`src/rtl/seg_xlate_pkg.sv`:
```
package seg_xlate_pkg;

    // Window chosen for one logical access
    typedef enum logic [1:0] {
        WIN_PASS  = 2'd0,
        WIN_DATA  = 2'd1,
        WIN_STACK = 2'd2
    } win_e;

endpackage

```
`src/rtl/seg_xlate_regs.sv`:
```
module seg_xlate_regs #(
    parameter int REG_W  = 8,
    parameter int OFF_W  = 8,
    parameter int IO_AW  = 8,
    parameter logic [IO_AW-1:0] ADDR_STK = 8'h11,
    parameter logic [IO_AW-1:0] ADDR_DAT = 8'h12,
    parameter logic [IO_AW-1:0] ADDR_SIZ = 8'h13
) (
    input  logic             clk,
    input  logic             rst_n,
    input  logic [IO_AW-1:0] io_addr,
    input  logic             io_wr,
    input  logic [REG_W-1:0] io_wdata,
    output logic [REG_W-1:0] io_rdata,
    output logic [OFF_W-1:0] stk_off,
    output logic [OFF_W-1:0] dat_off,
    output logic [REG_W-1:0] siz_val
);

    typedef struct packed {
        logic [OFF_W-1:0] stk;
        logic [OFF_W-1:0] dat;
        logic [REG_W-1:0] siz;
    } regs_t;

    regs_t r_d, r_q;
    logic [OFF_W-1:0] wr_off;
    logic [REG_W-1:0] stk_rd, dat_rd;

    // Offset load: low REG_W bits from the bus, anything above cleared
    generate
        if (OFF_W > REG_W) begin : g_wide
            assign wr_off = {{(OFF_W-REG_W){1'b0}}, io_wdata};
            assign stk_rd = r_q.stk[REG_W-1:0];
            assign dat_rd = r_q.dat[REG_W-1:0];
        end else if (OFF_W == REG_W) begin : g_same
            assign wr_off = io_wdata;
            assign stk_rd = r_q.stk;
            assign dat_rd = r_q.dat;
        end else begin : g_narrow
            assign wr_off = io_wdata[OFF_W-1:0];
            assign stk_rd = {{(REG_W-OFF_W){1'b0}}, r_q.stk};
            assign dat_rd = {{(REG_W-OFF_W){1'b0}}, r_q.dat};
        end
    endgenerate

    always_comb begin
        r_d = r_q;
        if (io_wr) begin
            unique case (io_addr)
                ADDR_STK: r_d.stk = wr_off;
                ADDR_DAT: r_d.dat = wr_off;
                ADDR_SIZ: r_d.siz = io_wdata;
                default:  r_d = r_q;
            endcase
        end
    end

    always_ff @(posedge clk or negedge rst_n) begin
        if (!rst_n) begin
            r_q <= '0;
        end else begin
            r_q <= r_d;
        end
    end

    always_comb begin
        unique case (io_addr)
            ADDR_STK: io_rdata = stk_rd;
            ADDR_DAT: io_rdata = dat_rd;
            ADDR_SIZ: io_rdata = r_q.siz;
            default:  io_rdata = '0;
        endcase
    end

    assign stk_off = r_q.stk;
    assign dat_off = r_q.dat;
    assign siz_val = r_q.siz;

endmodule

```
`src/rtl/seg_xlate_window.sv`:
```
module seg_xlate_window
    import seg_xlate_pkg::*;
#(
    parameter int LOG_W = 16,
    parameter int NIB_W = 4,
    parameter int REG_W = 8,
    parameter int OFF_W = 8
) (
    input  logic [LOG_W-1:0] log_addr,
    input  logic [REG_W-1:0] siz_val,
    input  logic [OFF_W-1:0] stk_off,
    input  logic [OFF_W-1:0] dat_off,
    output win_e             win,
    output logic [OFF_W-1:0] sel_off
);

    logic [NIB_W-1:0] nib, lo_bnd, hi_bnd;

    assign nib    = log_addr[LOG_W-1 -: NIB_W];
    assign lo_bnd = siz_val[NIB_W-1:0];
    assign hi_bnd = siz_val[2*NIB_W-1 -: NIB_W];

    // Pass window has priority, then data, stack otherwise
    always_comb begin
        if (nib < lo_bnd) begin
            win     = WIN_PASS;
            sel_off = '0;
        end else if (nib < hi_bnd) begin
            win     = WIN_DATA;
            sel_off = dat_off;
        end else begin
            win     = WIN_STACK;
            sel_off = stk_off;
        end
    end

endmodule

```
`src/rtl/seg_xlate_add.sv`:
```
module seg_xlate_add
    import seg_xlate_pkg::*;
#(
    parameter int LOG_W  = 16,
    parameter int PHYS_W = 20,
    parameter int OFF_W  = 8,
    parameter int PAGE_SH = 12
) (
    input  logic [LOG_W-1:0]  log_addr,
    input  win_e              win,
    input  logic [OFF_W-1:0]  sel_off,
    output logic [PHYS_W-1:0] phys_addr
);

    logic [PHYS_W-1:0] base_ext, off_ext;

    assign base_ext = PHYS_W'(log_addr);
    assign off_ext  = PHYS_W'(sel_off) << PAGE_SH;

    always_comb begin
        if (win == WIN_PASS) begin
            phys_addr = base_ext;
        end else begin
            phys_addr = base_ext + off_ext;
        end
    end

endmodule

```
`src/rtl/seg_xlate_top.sv`:
```
module seg_xlate_top
    import seg_xlate_pkg::*;
#(
    parameter int LOG_W  = 16,
    parameter int PHYS_W = 20,
    parameter int NIB_W  = 4,
    parameter int REG_W  = 8,
    parameter int IO_AW  = 8,
    parameter logic [IO_AW-1:0] ADDR_STK = 8'h11,
    parameter logic [IO_AW-1:0] ADDR_DAT = 8'h12,
    parameter logic [IO_AW-1:0] ADDR_SIZ = 8'h13
) (
    input  logic              clk,
    input  logic              rst_n,
    input  logic [IO_AW-1:0]  io_addr,
    input  logic              io_wr,
    input  logic [REG_W-1:0]  io_wdata,
    output logic [REG_W-1:0]  io_rdata,
    input  logic [LOG_W-1:0]  log_addr,
    output logic [PHYS_W-1:0] phys_addr
);

    localparam int PAGE_SH = LOG_W - NIB_W;
    localparam int OFF_W   = PHYS_W - PAGE_SH;

    logic [OFF_W-1:0] stk_off, dat_off, sel_off;
    logic [REG_W-1:0] siz_val;
    win_e             win;

    seg_xlate_regs #(
        .REG_W(REG_W), .OFF_W(OFF_W), .IO_AW(IO_AW),
        .ADDR_STK(ADDR_STK), .ADDR_DAT(ADDR_DAT), .ADDR_SIZ(ADDR_SIZ)
    ) regs_i (
        .clk(clk), .rst_n(rst_n), .io_addr(io_addr), .io_wr(io_wr),
        .io_wdata(io_wdata), .io_rdata(io_rdata),
        .stk_off(stk_off), .dat_off(dat_off), .siz_val(siz_val)
    );

    seg_xlate_window #(
        .LOG_W(LOG_W), .NIB_W(NIB_W), .REG_W(REG_W), .OFF_W(OFF_W)
    ) win_i (
        .log_addr(log_addr), .siz_val(siz_val), .stk_off(stk_off),
        .dat_off(dat_off), .win(win), .sel_off(sel_off)
    );

    seg_xlate_add #(
        .LOG_W(LOG_W), .PHYS_W(PHYS_W), .OFF_W(OFF_W), .PAGE_SH(PAGE_SH)
    ) add_i (
        .log_addr(log_addr), .win(win), .sel_off(sel_off),
        .phys_addr(phys_addr)
    );

endmodule

```
`config.mk`:
```
export PLATFORM = sky130hd
export DESIGN_NAME = seg_xlate_top
export DESIGN_NICKNAME = d
export VERILOG_FILES = /design/src/rtl/seg_xlate_pkg.sv /design/src/rtl/seg_xlate_regs.sv /design/src/rtl/seg_xlate_window.sv /design/src/rtl/seg_xlate_add.sv /design/src/rtl/seg_xlate_top.sv
export SDC_FILE = /design/constraint.sdc
export NUM_CORES = 1
export LEC_CHECK = 0
export BUFFER_PORTS_ARGS = -buffer_cell sky130_fd_sc_hd__buf_4
export CORE_ASPECT_RATIO = 1.5
export CORE_MARGIN = 2
export CORE_UTILIZATION = 31
export CTS_BUF_LIST = sky130_fd_sc_hd__clkbuf_16
export CTS_CLUSTER_DIAMETER = 100
export DETAILED_ROUTE_END_ITERATION = 8
export PLACE_DENSITY = 0.58
export SYNTH_ARGS = -nofsm -noshare
export SYNTH_HDL_FRONTEND = slang
export SYNTH_SLANG_ARGS = --single-unit
export TNS_END_PERCENT = 30
```
`constraint.sdc`:
```
create_clock -name clk -period 3.2 [get_ports clk]
set_input_delay 0.16 -clock clk [delete_from_list [all_inputs] [get_ports clk]]
set_output_delay 0.16 -clock clk [all_outputs]
set_load 0.02 [all_outputs]
```
==> results of run 1 <==
==> worst max-delay path, cell delays in order, from the launching register on <==
cell	delay, ns
dfrtp_1	0.34
inv_1	0.08
ha_4	0.27
o21ai_2	0.05
and2b_2	0.22
nor2_4	0.15
mux2i_2	0.25
nor2_1	0.08
ha_2	0.19
inv_2	0.05
fa_2	0.19
inv_2	0.03
a21o_1	0.15
a21oi_2	0.17
a21bo_2	0.25
a21oi_2	0.15
buf_6	0.13
==> kinds of logic after synthesis <==
| family | share of synthesized area |
|---|---|
| compound gates | 0.136 |
| xor+xnor | 0.00940 |
| fa+ha+maj | 0.0779 |
| buf+inv | 0.0860 |
| flops | 0.322 |
| mux | 0.218 |
| simple gates | 0.150 |
==> repair_timing <==
action | 4_1_cts | 5_1_grt
hold endpoints to repair | 24 | 0
gates resized for setup | 8 | 14
pin swaps | 3 | 13
endpoints found under the setup margin | 4 | 5
setup buffers | 3 | 7
hold buffers | 1 | 0
==> synth_stat cells (2+ instances only) <==
cell type / n / area, sq um
o21ai_0: 11 / 55.1
inv_1: 10 / 37.5
nor2b_1: 2 / 12.5
nor2_4: 2 / 22.5
buf_2: 2 / 10.0
a221o_1: 3 / 30.0
nand3_1: 6 / 30.0
nand2b_1: 2 / 12.5
a22oi_1: 8 / 60.1
nor2_1: 14 / 52.6
nand2_1: 7 / 26.3
a21oi_1: 6 / 30.0
nand3b_1: 2 / 15.0
mux2_2: 29 / 327
ha_1: 10 / 125
mux2i_1: 8 / 80.1
nand4_1: 4 / 25.0
or2_2: 2 / 12.5
dfrtp_1: 24 / 601
buf_4: 15 / 113
a21o_1: 4 / 30.0
==> power groups by stage <==
stage	Clock, mW	Sequential, mW	Combinational (mW)
after global placement	0	0.339	0.198
after detailed placement	0	0.340	0.199
final	0.270	0.335	0.237
after CTS	0.277	0.334	0.210
after floorplan	0	0.335	0.152
after global routing	0.288	0.337	0.264
==> through the flow <==
stage	hold slack (ns)	power [mW]	util	cells
after floorplan	-0.136	0.486	-	188
after global placement	0.0779	0.537	0.367	282
after detailed placement	0.0800	0.539	0.367	282
after CTS	0.119	0.821	0.389	290
after global routing	0.155	0.889	0.410	297
final	0.120	0.842	0.410	297
==> layout make-up <==
type | count | area, sq um
Multi-Input combinational cell | 137 | 1180
Inverter | 10 | 37.5
Fill cell | 595 | 3410
Sequential cell | 24 | 601
Clock inverter | 1 | 3.75
Clock buffer | 3 | 75.1
Timing Repair Buffer | 50 | 382
Tap cell | 72 | 90.1
==> final timing paths <==
kind / slack [ns] / cells after the start / endpoint / from
min: 0.12 / 3 / regs_i.siz_val[3]$_DFFE_PN0P_ / io_wdata[3]
min reg2reg: 0.53 / 1 / regs_i.stk_off[3]$_DFFE_PN0P_ / regs_i.stk_off[3]$_DFFE_PN0P_
max reg2reg: 2.36 / 1 / regs_i.stk_off[4]$_DFFE_PN0P_ / regs_i.stk_off[4]$_DFFE_PN0P_
min in group asynchronous: 0.34 / 2 / regs_i.siz_val[0]$_DFFE_PN0P_ / rst_n
max: 0.03 / 16 / phys_addr[16] / regs_i.siz_val[6]$_DFFE_PN0P_
max in group asynchronous: 2.61 / 2 / regs_i.siz_val[5]$_DFFE_PN0P_ / rst_n
==> per-layer routing <==
| metal | share of wire | up-vias |
|---|---|---|
| met5 | 0 | - |
| met4 | 0.015 | 0 |
| met3 | 0.034 | 4 |
| met2 | 0.54 | 39 |
| met1 | 0.41 | 769 |
| li1 | - | 747 |
==> flip-flops by register name, indices dropped and copies added, names as in the netlist <==
name / count
regs_i.siz_val: 8
regs_i.stk_off: 8
regs_i.dat_off: 8
==> flow_summary.ini, run 1 <==
[finish]
final_common_cell = buf_4
n_antenna_cell = 0
areaGrowthSynthToFinish_pct = 27.3
layout_common_cells = buf_4 (48), mux2_2 (29), dfrtp_1 (24)
final_area_sq_mm = 0.00237
nNetsFinal = 272
drive_gt1_frac = 0.484

[pwr]
combPwrFrac = 0.281
power_density_mw_per_mm2 = 355
ir_drop_mv = 0.202
leakage_nw = 1.09
p_int_mw = 0.605
p_clk_frac = 0.321
power.switching_mw = 0.237
swShare = 0.282
seq_power_share = 0.398

[logic_synthesis]
synth.yosys.warnings = 0
syn-cell-area_sq_mm = 0.00186
synth_edf_count = 0
synth_area_per_cell_sq_um = 9.91
yosysSeqAreaShare = 0.322
ys_types = 38
synth-seq-cells = 24
async_reset_ff_frac = 1.00
synth_nets = 234
syn_inst = 188
synthFlopType = dfrtp_1

[drt]
first_iter_violations = 65
wire_per_inst_um = 15.3
route.detailed.drc = 0
vias_per_cell = 5.25
firstDrtPassIters = 4
wl_um = 4560
drtAntennaViolNets = 0
via_count = 1559

[critical_path]
start_kind = register
worstPathRequired_ns = 3.04
cp-end-kind = output pin
critPathKind = register to output pin
worstPathMaxFanout = 3
arrival_ns = 3.01

[global_routing]
antenna_found_initial = 0
grt_pass1_vias = 1517
met1_usage = 0.178
grt_usage = 0.141
busiest_layer = met2
met2_usage = 0.243
overflow = 0
grt_max_degree = 25
grt_pass1_wl_um = 7140
grt_util_met3 = 0.00799

[die]
io_pins = 63
die_w_um = 67.3
fp.dieH_um = 98.9
fp-row-count = 34
coreArea_sq_mm = 0.00579
die_area_sq_mm = 0.00666
initial_core_util = 0.322

[clocking]
root_buffer = clkbuf_16
insertion_delay_ns = 0.25
cts_tree = built
clockBufferDepth = 2
cts.sinks = 24
cts_htree_levels = 1
cts_buffers = 3
clk_pin_slew_ns = 0.06

[run]
maxCapViolCount = 0

[timing]
fin_crit_ns = 3.17
max_clock_freq_mhz = 316
hold_violations = 0
tns_ns = 0
setup_viol = 0
post-route-period-util = 0.990
setup_ws_ns = 0.0316
clock_skew_ns = 0
worstMarginPinSlew_ns = 0.736
rsz0062_at_grt = yes
slew_headroom = 0.508
finalMaxSlewViolations = 0

[place]
detailed_place_hpwl_um = 3460
dpl_cell_area_sq_mm = 0.00212
gp_congestion = 0.806
place_ws_ns = 0.111
port_buffers = 38

[min_path]
hold_class = primary input to register

[run_status]
outcome = finished clean
Note: power is estimated with default switching activity, not from simulation.
==> inputs of run 2 (changes only) <==
SETUP_SLACK_MARGIN = 0.5   (was default)
==> run 2 against run 1 <==
Net effect: highest routed layer unchanged; sequential share of layout area shrank 0.78 points; first-iteration DRC count fell by 12%; largest cell class unchanged; register-to-register slack barely moved; clock skew unchanged.
==> flow_summary.ini, run 2 (synthesized netlist as in run 1, its figures left out) <==
[run_status]
outcome = finished clean

[clocking]
cts_tree = built
insertion_delay_ns = 0.25
cts.sinks = 24
cts_htree_levels = 1
root_buffer = clkbuf_16
cts_buffers = 3
clk_pin_slew_ns = 0.06
clockBufferDepth = 2

[run]
maxCapViolCount = 0

[critical_path]
slowest_delay_ns = 0.36
rr_worst_depth = 1
r2r-end = regs_i.dat_off[4]$_DFFE_PN0P_
rrSetupSlack_ns = 2.37
r2r_start = regs_i.dat_off[4]$_DFFE_PN0P_
arrival_ns = 2.96
slowest_stage = dfrtp_1
cp-end-kind = output pin
start_kind = register
worstPathMaxFanout = 3
crit_buf_inv = 5
endpoint = phys_addr[16]
cp-startpoint = regs_i.siz_val[5]$_DFFE_PN0P_
worstPathCellList = inv_2 -> ha_4 -> inv_2 -> o21a_4 -> nor2_4 -> mux2i_2 -> nor2_1 -> ha_2 -> inv_2 -> fa_2 -> inv_2 -> a21o_1 -> a21oi_2 -> a21bo_2 -> a21oi_4 -> buf_6
worstPathRequired_ns = 3.04
critPathKind = register to output pin
cp_common_cell = inv_2
cp.depth = 16
crit_family = compound AO/OA/AOI/OAI gates

[drt]
drtAntennaViolNets = 0
vias_per_cell = 5.21
route.detailed.drc = 0
first_iter_violations = 57
via_count = 1585
wl_um = 4650
firstDrtPassIters = 4
wire_per_inst_um = 15.3

[die]
die_w_um = 67.3
initial_core_util = 0.322
io_pins = 63
die_area_sq_mm = 0.00666
fp-row-count = 34
fp.dieH_um = 98.9
coreArea_sq_mm = 0.00579

[finish]
n_antenna_cell = 0
drive_gt1_frac = 0.522
nNetsFinal = 279
final_common_cell = buf_4
fill_cells = 617
areaGrowthSynthToFinish_pct = 31.3
seq_area_sq_um = 601
layout_common_cells = buf_4 (55), mux2_2 (29), dfrtp_1 (24)
final_area_sq_mm = 0.00245
multiInputGateArea_sq_mm = 0.00120

[pwr]
power_density_mw_per_mm2 = 356
leakage_nw = 1.12
ir_drop_mv = 0.178

[timing]
hold_violations = 0
fin_crit_ns = 3.12
worstMarginPinSlew_ns = 0.780
post-route-period-util = 0.974
finalMaxSlewViolations = 0
setup_viol = 0
setup_ws_ns = 0.0826
rsz0062_at_grt = yes
clock_skew_ns = 0
max_clock_freq_mhz = 321
slew_headroom = 0.479

[global_routing]
grt_max_degree = 25
antenna_found_initial = 0
overflow = 0
grt_pass1_wl_um = 7530
grt_pass1_vias = 1558
grt_usage = 0.148

[place]
gp_congestion = 0.922
port_buffers = 38
detailed_place_hpwl_um = 3550
dpl_cell_area_sq_mm = 0.00214
place_ws_ns = 0.119

[min_path]
hold_class = primary input to register
hp-start = io_wdata[3]
## run 2: changes by cell type in the layout (fill, tap and decap cells not counted), sizes merged
cell,previous run,this run
buf,49,56
## run 2: per-layer routing
metal  global-route usage  share of wire  up-vias
met2                0.266           0.54       38
met3              0.00799          0.035        6
met4               0.0581          0.018        0
li1                     -              -      758
met1                0.178           0.41      783
met5                    0              0        -
## run 2: final cells by class
class                           instances  area share
Sequential cell                        24       0.246
Clock buffer                            3      0.0307
Timing Repair Buffer                   57       0.177
Tap cell                               72      0.0368
Clock inverter                          1     0.00153
Multi-Input combinational cell        137       0.493
Inverter                               10      0.0153
## run 2: timing repair
item	in CTS	in global routing
hold endpoints to repair	24	0
gates resized for setup	14	7
setup buffers	13	5
pin swaps	11	3
endpoints found under the setup margin	7	7
cloned	0	0
hold buffers	1	0
## run 2: worst min path at each step
stage	endpoint	cells after the start
global route	regs_i.siz_val[5]$_DFFE_PN0P_	3
detailed placement	regs_i.siz_val[0]$_DFFE_PN0P_	1
floorplan	regs_i.dat_off[0]$_DFFE_PN0P_	0
CTS	regs_i.siz_val[3]$_DFFE_PN0P_	3
finish	regs_i.siz_val[3]$_DFFE_PN0P_	3
global placement	regs_i.dat_off[0]$_DFFE_PN0P_	1
## run 2: power by group
part / internal [mW] / total [mW] / switching [mW]
logic: 0.138 / 0.266 / 0.129
clock network: 0.167 / 0.268 / 0.102
registers: 0.321 / 0.335 / 0.0147
total: 0.625 / 0.870 / 0.245
## run 2: stage by stage
step	power [mW]	setup TNS, ns	std cells	util	hold WS [ns]
2_1_floorplan	0.492	0	188	-	-0.136
3_3_place_gp	0.539	0	281	0.370	0.0810
3_5_place_dp	0.541	0	281	0.370	0.0766
4_1_cts	0.853	0	299	0.413	0.129
5_1_grt	0.911	-0.0797	304	0.423	0.137
6_report	0.870	0	304	0.423	0.131
==> inputs of run 3 (changes only) <==
PLACE_DENSITY = 0.6   (was 0.58)
clock period = 2.6 ns   (was 3.2 ns; I/O delays follow)
==> run 3 against run 2 <==
Net effect: the run now ends with setup timing left; routed wire length is 14% higher; die area stayed put; first-iteration DRC count is 11% higher; sequential share of layout area is 2.8 points lower; worst hold slack worse by 0.029 ns.
==> flow_summary.ini, run 3 (synthesized netlist as in run 1, its figures left out) <==
[place]
port_buffers = 38
detailed_place_hpwl_um = 3750
dpl_cell_area_sq_mm = 0.00232
place_ws_ns = -0.281
gp_congestion = 0.815

[die]
coreArea_sq_mm = 0.00579
initial_core_util = 0.322
die_area_sq_mm = 0.00666
die_w_um = 67.3
fp.dieH_um = 98.9
fp-row-count = 34
io_pins = 63

[timing]
setup_viol = 8
max_clock_freq_mhz = 322
clock_skew_ns = 0
finalMaxSlewViolations = 0
hold_violations = 0
post-route-period-util = 1.19
rsz0062_at_grt = yes
fin_crit_ns = 3.10
timing.hold.ws_ns = 0.103
slew_headroom = 0.705
setup_ws_ns = -0.504
worstMarginPinSlew_ns = 0.439

[critical_path]
critPathKind = register to output pin
arrival_ns = 2.97
worstPathRequired_ns = 2.47
r2r-end = regs_i.siz_val[5]$_DFFE_PN0P_
cp-end-kind = output pin
rrSetupSlack_ns = -0.40
worstPathMaxFanout = 3
rr_worst_depth = 23
start_kind = register
r2r_start = regs_i.siz_val[5]$_DFFE_PN0P_

[finish]
drive_gt1_frac = 0.594
n_antenna_cell = 0
nNetsFinal = 309
areaGrowthSynthToFinish_pct = 48.2
final_common_cell = buf_4
final_area_sq_mm = 0.00276
layout_common_cells = buf_4 (73), mux2_2 (27), dfrtp_1 (24)

[run_status]
violations = setup timing
outcome = finished with violations

[global_routing]
grt_max_degree = 25
overflow = 0
grt_pass1_vias = 1878
antenna_found_initial = 0
grt_usage = 0.174
grt_pass1_wl_um = 8960

[pwr]
ir_drop_mv = 0.235
leakage_nw = 1.31
power_density_mw_per_mm2 = 410

[run]
maxCapViolCount = 0

[min_path]
hold_class = primary input to register
hp-start = io_wdata[1]
min_to = regs_i.siz_val[1]$_DFFE_PN0P_
whs_path_depth = 3

[clocking]
cts.sinks = 24
clockBufferDepth = 2
insertion_delay_ns = 0.25
cts_htree_levels = 1
clk_pin_slew_ns = 0.06
root_buffer = clkbuf_16
cts_tree = built
cts_buffers = 3

[drt]
first_iter_violations = 63
firstDrtPassIters = 4
wl_um = 5280
vias_per_cell = 5.16
wire_per_inst_um = 15.9
drtAntennaViolNets = 0
route.detailed.drc = 0
via_count = 1717
run 3: power breakdown:
group | leakage (nW) | internal [mW] | switching [mW]
Clock | 0.0370 | 0.203 | 0.122
Combinational | 0.968 | 0.215 | 0.177
Sequential | 0.304 | 0.395 | 0.0202
Total | 1.31 | 0.813 | 0.319
run 3: worst max path at each step:
stage / from / slack (ns) / end / cells after the start
3_3_place_gp: regs_i.siz_val[7]$_DFFE_PN0P_ / -0.24 / phys_addr[16] / 16
2_1_floorplan: regs_i.siz_val[6]$_DFFE_PN0P_ / -0.08 / phys_addr[18] / 15
3_5_place_dp: regs_i.siz_val[7]$_DFFE_PN0P_ / -0.28 / phys_addr[16] / 14
5_1_grt: regs_i.siz_val[7]$_DFFE_PN0P_ / -0.63 / phys_addr[16] / 16
6_report: regs_i.siz_val[7]$_DFFE_PN0P_ / -0.50 / phys_addr[16] / 16
4_1_cts: regs_i.siz_val[7]$_DFFE_PN0P_ / -0.48 / phys_addr[16] / 16
run 3: critical path: stages (launching register included):
cell and delay (ns):
dfrtp_1 0.37, inv_2 0.06, ha_4 0.25, o21ai_2 0.05, and2b_2 0.21, nor2_4 0.15, mux2i_2 0.24, nor2_2 0.07
ha_4 0.16, inv_2 0.05, fa_2 0.20, inv_2 0.03, a21o_1 0.17, a21oi_2 0.19, a21bo_2 0.26, a21oi_4 0.12
buf_6 0.12
run 3: stage by stage:
stage           util  instances  power (mW)  setup TNS, ns
5_1_grt        0.477        333        1.19          -4.13
6_report       0.477        333        1.13          -3.20
4_1_cts        0.475        333        1.13          -2.93
2_1_floorplan      -        188       0.608         -0.263
3_3_place_gp   0.400        301       0.706          -1.07
3_5_place_dp   0.400        301       0.710          -1.39
run 3: area by class of cell:
class	instances	area [sq um]
Timing Repair Buffer	87	704
Inverter	10	37.5
Multi-Input combinational cell	137	1250
Sequential cell	24	601
Clock buffer	3	75.1
Fill cell	583	3020
Tap cell	72	90.1
run 3: timing repair:
item / CTS / global route
hold buffers: 1 / 0
gates resized for setup: 32 / 4
endpoints found under the hold margin: 24 / 0
pin swaps: 19 / 2
buffers inserted: 28 / 0
endpoints found under the setup margin: 8 / 9
run 3: layer usage:
metal | part of all wire | vias up | GRT usage
met3 | 0.042 | 16 | 0.0126
met4 | 0.031 | 0 | 0.0848
met5 | 0 | - | 0
li1 | - | 813 | -
met1 | 0.39 | 838 | 0.194
met2 | 0.54 | 50 | 0.320
